## src/rtl/trf_pkg.sv

```systemverilog
package trf_pkg;

   // per-source state of the post-write hold
   typedef enum logic {
      GATE_OPEN = 1'b0,
      GATE_SHUT = 1'b1
   } gate_e;

   // index width that never collapses to zero
   function automatic int idx_w(input int n);
      return (n <= 1) ? 1 : $clog2(n);
   endfunction

endpackage

```

## src/rtl/trf_flag_bank.sv

```systemverilog
module trf_flag_bank #(
   parameter int N = 4
) (
   input  logic         clk,
   input  logic         rst_n,
   input  logic [N-1:0] hw_evt,
   input  logic         sw_wr,
   input  logic [N-1:0] sw_val,
   input  logic [N-1:0] ack_oh,
   output logic [N-1:0] flag_q
);

   generate
      for (genvar i = 0; i < N; i++) begin : g_flag
         // hardware set outranks software write, which outranks acknowledge
         always_ff @(posedge clk) begin
            if (!rst_n)
               flag_q[i] <= 1'b0;
            else if (hw_evt[i])
               flag_q[i] <= 1'b1;
            else if (sw_wr)
               flag_q[i] <= sw_val[i];
            else if (ack_oh[i])
               flag_q[i] <= 1'b0;
         end


         evt_set_chk: assert property (@(posedge clk) disable iff (!rst_n)
            hw_evt[i] |=> flag_q[i]);


         ack_clr_chk: assert property (@(posedge clk) disable iff (!rst_n)
            (ack_oh[i] && !hw_evt[i] && !(sw_wr && sw_val[i])) |=> !flag_q[i]);


         sw_load_chk: assert property (@(posedge clk) disable iff (!rst_n)
            (sw_wr && !hw_evt[i]) |=> (flag_q[i] == $past(sw_val[i])));
      end
   endgenerate

endmodule

```

## src/rtl/trf_post_write_gate.sv

```systemverilog
module trf_post_write_gate
   import trf_pkg::*;
#(
   parameter int N = 4
) (
   input  logic         clk,
   input  logic         rst_n,
   input  logic         qual_wr,
   input  logic         instr_done,
   input  logic [N-1:0] hw_evt,
   input  logic [N-1:0] active,
   output logic [N-1:0] held
);

   gate_e st_q [N];

   generate
      for (genvar i = 0; i < N; i++) begin : g_gate
         gate_e st_d;

         always_comb begin
            st_d = st_q[i];
            if (hw_evt[i]) begin
               st_d = GATE_OPEN;
            end else if (qual_wr) begin
               // a source not active yet may become active through this write
               if (!active[i])
                  st_d = GATE_SHUT;
               else if (instr_done)
                  st_d = GATE_OPEN;
            end else if (instr_done) begin
               st_d = GATE_OPEN;
            end
         end

         always_ff @(posedge clk) begin
            if (!rst_n)
               st_q[i] <= GATE_OPEN;
            else
               st_q[i] <= st_d;
         end

         assign held[i] = (st_q[i] == GATE_SHUT);


         arm_on_write_chk: assert property (@(posedge clk) disable iff (!rst_n)
            (qual_wr && !active[i] && !hw_evt[i]) |=> held[i]);


         hold_until_done_chk: assert property (@(posedge clk) disable iff (!rst_n)
            (held[i] && !instr_done && !hw_evt[i]) |=> held[i]);


         evt_unheld_chk: assert property (@(posedge clk) disable iff (!rst_n)
            hw_evt[i] |=> !held[i]);
      end
   endgenerate

endmodule

```

## src/rtl/trf_pick.sv

```systemverilog
module trf_pick #(
   parameter int N         = 4,
   parameter int IDX_W     = 2,
   parameter bit LOW_FIRST = 1'b1
) (
   input  logic             clk,
   input  logic             rst_n,
   input  logic [N-1:0]     req_vec,
   output logic             any,
   output logic [IDX_W-1:0] idx
);

   assign any = |req_vec;

   generate
      if (LOW_FIRST) begin : g_low
         always_comb begin
            idx = '0;
            for (int k = N - 1; k >= 0; k--)
               if (req_vec[k]) idx = IDX_W'(k);
         end


         lowest_first_chk: assert property (@(posedge clk) disable iff (!rst_n)
            any |-> ((req_vec & ((N'(1) << idx) - N'(1))) == '0));
      end else begin : g_high
         always_comb begin
            idx = '0;
            for (int k = 0; k < N; k++)
               if (req_vec[k]) idx = IDX_W'(k);
         end
      end
   endgenerate


   idx_valid_chk: assert property (@(posedge clk) disable iff (!rst_n)
      any |-> req_vec[idx]);

endmodule

```

## src/rtl/tmr_req_flags.sv

```systemverilog
module tmr_req_flags #(
   parameter int                NUM_SRC   = 4,
   parameter int                REG_W     = 8,
   parameter int                FLAG_LSB  = 4,
   parameter int                ADDR_W    = 4,
   parameter logic [ADDR_W-1:0] FLAG_ADDR = 'hD,
   parameter bit                LOW_FIRST = 1'b1,
   localparam int               IDX_W     = trf_pkg::idx_w(NUM_SRC)
) (
   input  logic               clk,
   input  logic               rst_n,
   input  logic [ADDR_W-1:0]  bus_addr,
   input  logic               bus_wr,
   input  logic [REG_W-1:0]   bus_wdata,
   output logic [REG_W-1:0]   bus_rdata,
   input  logic [NUM_SRC-1:0] hw_evt,
   input  logic [NUM_SRC-1:0] ena_bits,
   input  logic               ena_wr,
   input  logic               irq_mie,
   input  logic               ack_vld,
   input  logic [IDX_W-1:0]   ack_idx,
   input  logic               instr_done,
   output logic               irq_req,
   output logic [IDX_W-1:0]   irq_idx
);

   // elaboration checks on the parameter set
   generate
      if (NUM_SRC < 1) begin : g_bad_count
         $error("tmr_req_flags: NUM_SRC must be at least 1");
      end
      if (FLAG_LSB < 0 || FLAG_LSB + NUM_SRC > REG_W) begin : g_bad_map
         $error("tmr_req_flags: flag field does not fit in the register");
      end
      if (NUM_SRC > (1 << IDX_W)) begin : g_bad_idx
         $error("tmr_req_flags: index width too small");
      end
   endgenerate

   logic               addr_hit;
   logic               wr_hit;
   logic [NUM_SRC-1:0] sw_val;
   logic [NUM_SRC-1:0] ack_oh;
   logic [NUM_SRC-1:0] flag_q;
   logic [NUM_SRC-1:0] active;
   logic [NUM_SRC-1:0] held;
   logic [NUM_SRC-1:0] visible;
   logic               qual_wr;
   logic               unused_wdata;

   assign addr_hit     = (bus_addr == FLAG_ADDR);
   assign wr_hit       = bus_wr && addr_hit;
   assign sw_val       = bus_wdata[FLAG_LSB +: NUM_SRC];
   assign unused_wdata = ^bus_wdata;

   always_comb begin
      for (int i = 0; i < NUM_SRC; i++)
         ack_oh[i] = ack_vld && (ack_idx == IDX_W'(i));
   end

   trf_flag_bank #(.N(NUM_SRC)) u_bank (
      .clk    (clk),
      .rst_n  (rst_n),
      .hw_evt (hw_evt),
      .sw_wr  (wr_hit),
      .sw_val (sw_val),
      .ack_oh (ack_oh),
      .flag_q (flag_q)
   );

   assign active  = flag_q & ena_bits & {NUM_SRC{irq_mie}};
   assign qual_wr = wr_hit || ena_wr;

   trf_post_write_gate #(.N(NUM_SRC)) u_gate (
      .clk        (clk),
      .rst_n      (rst_n),
      .qual_wr    (qual_wr),
      .instr_done (instr_done),
      .hw_evt     (hw_evt),
      .active     (active),
      .held       (held)
   );

   assign visible = active & ~held;

   trf_pick #(.N(NUM_SRC), .IDX_W(IDX_W), .LOW_FIRST(LOW_FIRST)) u_pick (
      .clk     (clk),
      .rst_n   (rst_n),
      .req_vec (visible),
      .any     (irq_req),
      .idx     (irq_idx)
   );

   always_comb begin
      bus_rdata = '0;
      if (addr_hit)
         bus_rdata[FLAG_LSB +: NUM_SRC] = flag_q;
   end


   irq_gate_chk: assert property (@(posedge clk) disable iff (!rst_n)
      irq_req |-> (irq_mie && ((flag_q & ena_bits) != '0)));


   ack_drop_chk: assert property (@(posedge clk) disable iff (!rst_n)
      (ack_vld && !hw_evt[ack_idx] && !wr_hit) |=> !flag_q[$past(ack_idx)]);

endmodule

```

## config.mk

```make
export PLATFORM = sky130hd
export DESIGN_NAME = tmr_req_flags
export DESIGN_NICKNAME = d
export VERILOG_FILES = /design/src/rtl/trf_pkg.sv /design/src/rtl/trf_flag_bank.sv /design/src/rtl/trf_post_write_gate.sv /design/src/rtl/trf_pick.sv /design/src/rtl/tmr_req_flags.sv
export SDC_FILE = /design/constraint.sdc
export NUM_CORES = 1
export LEC_CHECK = 0
export BUFFER_PORTS_ARGS = -buffer_cell sky130_fd_sc_hd__buf_4
export CAP_MARGIN = 10
export CORE_UTILIZATION = 38
export CTS_CLUSTER_DIAMETER = 100
export CTS_CLUSTER_SIZE = 12
export DETAILED_ROUTE_END_ITERATION = 8
export HOLD_SLACK_MARGIN = 0.06
export PLACE_DENSITY = 0.77
export SLEW_MARGIN = 0
export SYNTH_ARGS = -nofsm -noshare
export SYNTH_HDL_FRONTEND = slang
export SYNTH_SLANG_ARGS = --single-unit
```

## constraint.sdc

```tcl
create_clock -name clk -period 0.97 [get_ports clk]
set_input_delay 0 -clock clk [delete_from_list [all_inputs] [get_ports clk]]
set_output_delay 0 -clock clk [all_outputs]
set_load 0.005 [all_outputs]
```

# Yosys cells after proc, flatten, opt, wreduce, memory -nomap -nowiden
# Memories as Yosys holds them, arrays and structs flattened.
# Index checks and enable logic that the tools add are counted.
# op_classes
eq_ne	4
muxes	39
n_bitwise	8
reduce_logical	12
# ops
cell	n
$mux 1	34
$and 4x4->4	3
$reduce_bool 3->1	4
$mux 2	4
$logic_and 1x1->1	5
$eq 2x2->1 const B	2
$eq 4x4->1 const B	1
$mux 4	1
$not 4->4	1
$or 1x1->1	4
$reduce_or 4->1	1
$eq 2x1->1 const B	1
$logic_not 2->1	1
$logic_or 1x1->1	1
# totals
regBits	4
ramBits	4
in_bits	29
elab_cells	68
mem_count	1
# mem_list
name	words	width	rd	rd_clocked_by_memory_dff	wr	line	text
u_gate.st_q	4	1	4	0	4	trf_post_write_gate.sv:15	gate_e st_q [N];

# Longest topological paths before layout
# Gate-level depths: netlist of the first run.
# depth
depth_word	7
ltp_mapped	4

# Cells and area by module
# Synthesis of the first run repeated with hierarchy kept, for this count alone.
# hier_totals
cells_unflattened	68
hier_area_um2	560.5
# modules_own_cells
module	instances	cells_each	area_each_um2	seq_area_each_um2
trf_post_write_gate	1	20	190.2	80.1
tmr_req_flags	1	25	170.2	0.0
trf_flag_bank	1	16	165.2	80.1
trf_pick	1	7	35.0	0.0

# Worst setup path after synthesis of the first run
# No wires, ideal clock.
# synth_timing
kind	flip-flop to output port
from	memory u_gate.st_q[2] in the netlist's numbering
to	output port irq_idx[0]
arrival_time_ps	891
t_required_ps	970
path_slack_ps	79
path_stages_with_launch	4
n_path_buf	0
path_cell_list	dfxtp_1 -> and4b_1 -> o32ai_1 -> o21a_1
# synth_rtl
element	line	text
from (decl)	trf_post_write_gate.sv:15	
to (decl)	tmr_req_flags.sv:24	output logic [IDX_W-1:0] irq_idx

==> qor.yml, run 1 <==
outcome: "finished, violations left"
failed_checks: "setup timing"
peakVddDrop_mv: 0.627
drive_above_1_share: 0.455
drtPass1Iterations: 4
worst_skew_pair.late_latency_ns: 0.27
die_h_um: 39.2
dieArea_um2: 1540
cts_buffers: 3
design.portCount: 40
hold_class: "primary input to register"
yosysSeqAreaShare: 0.305
clkPwrFrac: 0.301
min_to: "u_gate.st_q[1]$_DFF_P_"
finalPower_w: 0.000927
hold_depth: 4
syn_inst: 63
drv_cap: 0
grt_max_degree: 10
place_hpwl_um: 1150
hp-start: "instr_done"
cts_buffer_depth: 2
power_density_nw_per_um2: 955
num_rows: 13
max_freq_mhz: 790
synth_seq_cells: 8
reg2reg_from: "u_bank.flag_q[2]$_SDFFE_PN0P_"
drcViolationCount: 0
power_switching_w: 0.000257
grt_pass1_vias: 588
fp.dieW_um: 39.2
placed_area_um2: 791
cts_sinks: 8
start_kind: "register"
final_cell_mix: "buf_4 (36), dlygate4sd3_1 (10), nor2b_1 (8)"
antenna_found_initial: 0
criticalPathCategory: "register to primary output"
fin_crit_ns: 1.27
p_int_w: 0.000669
timing.hold.ws_ns: 0.0852
setup_viol: 5
synth_top_area_share: 0.305
gp_congestion: 0.776
clock_skew_ns: 0.00327
seqPwrFrac: 0.400
yosys.area.top_type: "dfxtp_1"
cts_tree: "built"
drt-initial-drc-count: 25
core-area_um2: 1300
drv_slew: 0
crit_path_end_kind: "primary output"
drtAntennaViolNets: 0
rrSetupSlack_ns: -0.12
routed_wl_um: 1860
path_clk_slew_ns: 0.06
root_buffer: "clkbuf_4"
antenna-diode-count: 0
overflow: 0
crit_arrival_ns: 1.27
reg2reg_to: "u_bank.flag_q[2]$_SDFFE_PN0P_"
grt_pass1_wl_um: 2440
period_share: 1.30
fin_tns_setup_ns: -0.998
start_util: 0.404
finalWorstSetupSlack_ns: -0.295
layout.nets: 143
yosys-top-cells-area: "dfxtp_1 (30%), nor2b_1 (9.5%), a221o_1 (7.6%), o311a_1 (7.6%), buf_4 (5.7%)"
htreeDepth: 1
vias: 714
ys_types: 21
combPwrFrac: 0.299
r2r_cells: 4
cp.required_ns: 0.97
via_per_inst: 5.62
syn_avg_cell_area_um2: 8.34
final_area_um2: 971
yosysWarnings: 0
synth_area_um2: 526
path_max_fanout: 2
swShare: 0.278
pre_cts_ws_ns: -0.142
final_common_cell: "buf_4"
io_buffer_count: 31
grt_setup_unrepaired: "yes"
grt_usage: 0.246
p_leak_nw: 0.439
avgRoutedWirePerCell_um: 14.6
syn_to_final_growth_pct: 84.8
hold_viol_final: 0
[power groups by stage]
stage / Combinational [W] / Sequential, W / Clock, W
after floorplan: 0.0000925 / 0.000367 / 0
after CTS: 0.000258 / 0.000368 / 0.000273
after detailed placement: 0.000216 / 0.000372 / 0
after global routing: 0.000296 / 0.000371 / 0.000290
final: 0.000277 / 0.000371 / 0.000279
after global placement: 0.000213 / 0.000371 / 0
[stage by stage]
stage / util / std cells
after floorplan: - / 66
after global placement: 0.608 / 112
after detailed placement: 0.608 / 112
after CTS: 0.727 / 126
after global routing: 0.746 / 127
final: 0.746 / 127
[synthesized netlist by cell type]
library cell / n
dfxtp_1: 8
nor2b_1: 8
nand3_1: 5
nor2_1: 5
a21oi_1: 4
a221o_1: 4
and2_1: 4
buf_4: 4
o21ai_0: 4
o311a_1: 4
and4b_1: 2
nand3b_1: 2
buf_2: 1
conb_1: 1
nand2_2: 1
nand2b_1: 1
o21a_1: 1
o22a_1: 1
o22ai_1: 1
o32ai_1: 1
or3b_1: 1
[worst max-delay path, stage by stage (launching register included)]
cell	delay, ns
dfxtp_2	0.32
and4b_1	0.21
o32ai_2	0.22
o21a_1	0.15
buf_4	0.10
[per-layer routing]
metal  GRT usage  up-vias  share of wire
met1       0.263      329           0.39
met3      0.0520        4          0.071
met2       0.454       50           0.53
met4       0.103        0         0.0081
li1            -      331              -
met5           0        -              0
[registers in the layout (all words and copies together) (netlist names)]
register	count
u_bank.flag_q	4
u_gate.st_q	4
[cell type report]
class                           instances  area [µm²]
Fill cell                              94         330
Clock buffer                            3        22.5
Timing Repair Buffer                   48         393
Tap cell                               15        18.8
Sequential cell                         8         164
Multi-Input combinational cell         53         373
[cell families (layout without fill, tap and decap cells)]
| family | after synthesis | in the layout | synth area share |
|---|---|---|---|
| buf+inv | 5 | 51 | 0.0667 |
| compound gates | 20 | 20 | 0.288 |
| flops | 8 | 8 | 0.305 |
| simple gates | 29 | 29 | 0.333 |
| other cells | 1 | 4 | 0.00714 |
[how the worst max path moves through the flow]
stage	startpoint	cells after the start	slack [ns]	endpoint
after CTS	u_gate.st_q[2]$_DFF_P_	4	-0.24	irq_idx[0]
after floorplan	u_gate.st_q[2]$_DFF_P_	3	0.08	irq_idx[0]
final	u_gate.st_q[2]$_DFF_P_	4	-0.30	irq_idx[0]
after global placement	bus_addr[1]	4	-0.13	u_bank.flag_q[1]$_SDFFE_PN0P_
after detailed placement	bus_addr[1]	4	-0.14	u_bank.flag_q[2]$_SDFFE_PN0P_
after global routing	u_gate.st_q[2]$_DFF_P_	4	-0.31	irq_idx[0]
[repair_timing]
action / 4_1_cts / 5_1_grt
gates resized for setup: 7 / 4
pin swaps: 4 / 2
buffers inserted: 1 / 1
setup endpoints to repair: 4 / 4
cloned: 0 / 0
endpoints found under the hold margin: 8 / 0
hold buffers: 10 / 0
No activity file was read; power rests on OpenSTA's default activity.
==> run 2: changes to the inputs <==
clock period = 1.4 ns   (was 0.97 ns; I/O delays follow)
==> qor.yml, run 2 (same netlist as run 1, synthesis figures left out) <==
fp.dieW_um: 39.2
htreeDepth: 1
final_common_cell: "buf_4"
reg_top3: "u_bank.flag_q x4, u_gate.st_q x4"
clkPwrFrac: 0.304
power_density_nw_per_um2: 676
register_area_um2: 161
setup_viol: 0
p_leak_nw: 0.414
path_max_fanout: 3
criticalPathCategory: "register to register"
gp_congestion: 0.731
drive_above_1_share: 0.371
antenna_found_initial: 0
via_per_inst: 5.49
p_int_w: 0.000449
combPwrFrac: 0.277
drtPass1Iterations: 4
fin_tns_setup_ns: 0
drv_cap: 0
place_hpwl_um: 1080
fin_crit_ns: 1.35
met1_length_um: 601
grt_setup_unrepaired: "yes"
syn_to_final_growth_pct: 71.2
drt-initial-drc-count: 13
finalWorstSetupSlack_ns: 0.0513
vias: 659
hold_viol_final: 0
worst_skew_pair.late_latency_ns: 0.26
antenna-diode-count: 0
seqPwrFrac: 0.419
power_switching_w: 0.000159
drtAntennaViolNets: 0
drcViolationCount: 0
cts_buffer_depth: 2
max_freq_mhz: 741
layout.nets: 136
path_cells: "nor2b_1 > nor2_1 > a21oi_1 > dlygate4sd3_1"
slowest_stage: "dlygate4sd3_1"
path_clk_slew_ns: 0.05
start_kind: "register"
dr_wl_met2_um: 775
hold_class: "primary input to register"
multi_input_area_um2: 359
final_cell_mix: "buf_4 (30), dlygate4sd3_1 (10), dfxtp_1 (7)"
pre_cts_ws_ns: 0.249
met3WireLength_um: 93
grt_usage: 0.235
cp.required_ns: 1.60
cts_tree: "built"
num_rows: 13
swShare: 0.262
cpPeakStageDelay_ns: 0.56
routed_wl_um: 1490
io_buffer_count: 31
overflow: 0
grt_max_degree: 10
crit_arrival_ns: 1.55
top_layer: "met4"
outcome: "completed"
design.portCount: 40
grt_pass1_vias: 631
grt_pass1_wl_um: 2420
cts_sinks: 8
avgRoutedWirePerCell_um: 12.4
core-area_um2: 1300
post_cts_buffers: 0
period_share: 0.963
die_h_um: 39.2
start_util: 0.404
dieArea_um2: 1540
cts_buffers: 3
clock_skew_ns: 0.00776
peakVddDrop_mv: 0.449
root_buffer: "clkbuf_4"
drv_slew: 0
crit_path_end_kind: "register"
fill_cells: 113
## run 2: power by group through the flow
stage | combinational, W | sequential [W] | clock (W)
global placement | 0.000137 | 0.000258 | 0
detailed placement | 0.000140 | 0.000259 | 0
floorplan | 0.0000641 | 0.000255 | 0
finish | 0.000169 | 0.000255 | 0.000185
global route | 0.000183 | 0.000257 | 0.000191
CTS | 0.000164 | 0.000254 | 0.000187
## run 2: layer usage
| metal | vias up | track usage |
|---|---|---|
| li1 | 318 | - |
| met1 | 310 | 0.253 |
| met2 | 28 | 0.446 |
| met3 | 3 | 0.0405 |
| met4 | 0 | 0.0862 |
| met5 | - | 0 |
## run 2: final timing paths
check                                  endpoint                          start  depth (start not counted)  slack (ns)
hold / removal           u_gate.st_q[3]$_DFF_P_                         ena_wr                          3        0.07
setup / recovery         u_gate.st_q[1]$_DFF_P_         u_gate.st_q[1]$_DFF_P_                          4        0.05
setup reg to reg         u_gate.st_q[1]$_DFF_P_         u_gate.st_q[1]$_DFF_P_                          4        0.05
hold reg to reg   u_bank.flag_q[2]$_SDFFE_PN0P_  u_bank.flag_q[2]$_SDFFE_PN0P_                          2        0.66
## run 2: worst max-delay path, delay by kind of cell, from the launching register on
family	cells	cell delay (ns)
AO/OA/AOI/OAI	1	0.13
buffers and inverters	1	0.56
flip-flops	1	0.35
AND/OR/NAND/NOR	2	0.25
## run 2: cell type report
| cell class | count | share of cell area |
|---|---|---|
| Multi-Input combinational cell | 53 | 0.399 |
| Clock buffer | 3 | 0.0250 |
| Sequential cell | 8 | 0.179 |
| Timing Repair Buffer | 41 | 0.376 |
| Tap cell | 15 | 0.0209 |
## run 2: what timing repair did
action / in CTS / in global routing
hold buffers: 11 / 0
hold endpoints to repair: 8 / 0
endpoints found under the setup margin: 0 / 3
gates resized for setup: 0 / 8
## run 2: stage by stage
stage | cells | utilization | total power (W) | hold WS [ns] | area, µm²
floorplan | 66 | - | 0.000319 | 0.131 | 537
global placement | 107 | 0.579 | 0.000395 | 0.251 | 753
detailed placement | 107 | 0.579 | 0.000398 | 0.258 | 753
CTS | 121 | 0.681 | 0.000604 | 0.0695 | 886
global route | 120 | 0.691 | 0.000631 | 0.0983 | 900
finish | 120 | 0.691 | 0.000608 | 0.0749 | 900
==> run 3: changes to the inputs <==
==> constraint.sdc (replaced) <==
create_clock -name clk -period 1.4 [get_ports clk]
set_input_delay 0.14 -clock clk [delete_from_list [all_inputs] [get_ports clk]]
set_output_delay 0.14 -clock clk [all_outputs]
set_load 0.005 [all_outputs]
==> qor.yml, run 3 (same netlist as run 1, synthesis figures left out) <==
final_area_um2: 806
timing.hold.ws_ns: 0.129
p_leak_nw: 0.366
io_buffer_count: 31
antenna-diode-count: 0
setup_viol: 0
dr_wl_met2_um: 688
top_layer: "met4"
start_kind: "register"
crit_path_end_kind: "primary output"
met3WireLength_um: 65
overflow: 0
peakVddDrop_mv: 0.470
design.portCount: 40
crit_arrival_ns: 1.24
cts_buffer_depth: 2
root_buffer: "clkbuf_4"
syn_to_final_growth_pct: 53.3
cts_tree: "built"
cts_sinks: 8
place_hpwl_um: 1060
vias: 595
die_h_um: 39.2
met1_length_um: 608
criticalPathCategory: "register to primary output"
grt_pass1_wl_um: 2050
gp_congestion: 0.730
placed_area_um2: 753
grt_max_degree: 10
drt-initial-drc-count: 20
htreeDepth: 1
drtAntennaViolNets: 0
drv_slew: 0
path_max_fanout: 4
routed_wl_um: 1370
drtPass1Iterations: 4
layout.nets: 127
avgRoutedWirePerCell_um: 12.4
reg_top3: "u_bank.flag_q x4, u_gate.st_q x4"
cts_buffers: 3
worst_skew_pair.late_latency_ns: 0.26
finalPower_w: 0.000584
dieArea_um2: 1540
path_clk_slew_ns: 0.06
drive_above_1_share: 0.438
grt_setup_unrepaired: "yes"
num_rows: 13
antenna_found_initial: 0
cp.required_ns: 1.26
hold_viol_final: 0
drv_cap: 0
period_share: 0.988
core-area_um2: 1300
start_util: 0.404
power_density_nw_per_um2: 724
hold_class: "primary input to register"
grt_usage: 0.202
fin_crit_ns: 1.38
fp.dieW_um: 39.2
outcome: "completed"
grt_pass1_vias: 505
cts_hold_buf: 0
max_freq_mhz: 723
final_common_cell: "buf_4"
via_per_inst: 5.36
final_cell_mix: "buf_4 (32), nor2b_1 (8), nor2_1 (5), dfxtp_1 (5)"
clock_skew_ns: 0.00710
drcViolationCount: 0
-- run 3: worst paths after layout --
check	start	end	slack (ns)	depth (start not counted)
worst max register to register	u_gate.st_q[2]$_DFF_P_	u_gate.st_q[2]$_DFF_P_	0.50	4
worst min register to register	u_bank.flag_q[2]$_SDFFE_PN0P_	u_gate.st_q[2]$_DFF_P_	0.65	3
worst max-delay path	u_bank.flag_q[2]$_SDFFE_PN0P_	irq_idx[0]	0.02	4
worst min-delay path	bus_wdata[5]	u_bank.flag_q[1]$_SDFFE_PN0P_	0.13	2
-- run 3: critical path, cell delays in order (launching register included) --
cell	delay, ns
dfxtp_2	0.33
and4b_1	0.21
o32ai_2	0.20
o21a_1	0.15
buf_4	0.10
-- run 3: metal layers --
metal  up-vias  GRT usage
met5         -          0
met4         0      0.103
met2        21      0.321
li1        299          -
met3         2     0.0347
met1       273      0.257
-- run 3: report_power, final --
group / internal, W / switching [W]
sequential: 0.000244 / 0.0000129
clock: 0.0000984 / 0.0000823
combinational: 0.0000906 / 0.0000556
total: 0.000433 / 0.000151
-- run 3: cell type report --
type / instances / area, µm²
sequential: 8 / 164
clock buffer: 3 / 22.5
fill: 131 / 495
timing repair buffer: 32 / 240
tap: 15 / 18.8
multi-input combinational: 53 / 360
-- run 3: per-stage QoR --
stage / setup slack (ns) / util / std cells / TNS, ns
floorplan: 0.369 / - / 66 / 0
global placement: 0.125 / 0.579 / 107 / 0
detailed placement: 0.107 / 0.579 / 107 / 0
CTS: 0.00434 / 0.605 / 110 / 0
global route: -0.0470 / 0.619 / 111 / -0.0470
finish: 0.0173 / 0.619 / 111 / 0
-- run 3: repair_timing --
item | 4_1_cts | 5_1_grt
pin swaps | 1 | 0
setup endpoints to repair | 1 | 2
gates resized for setup | 4 | 2
setup buffers | 0 | 1
gates cloned | 0 | 0
endpoints found under the hold margin | 0 | 0
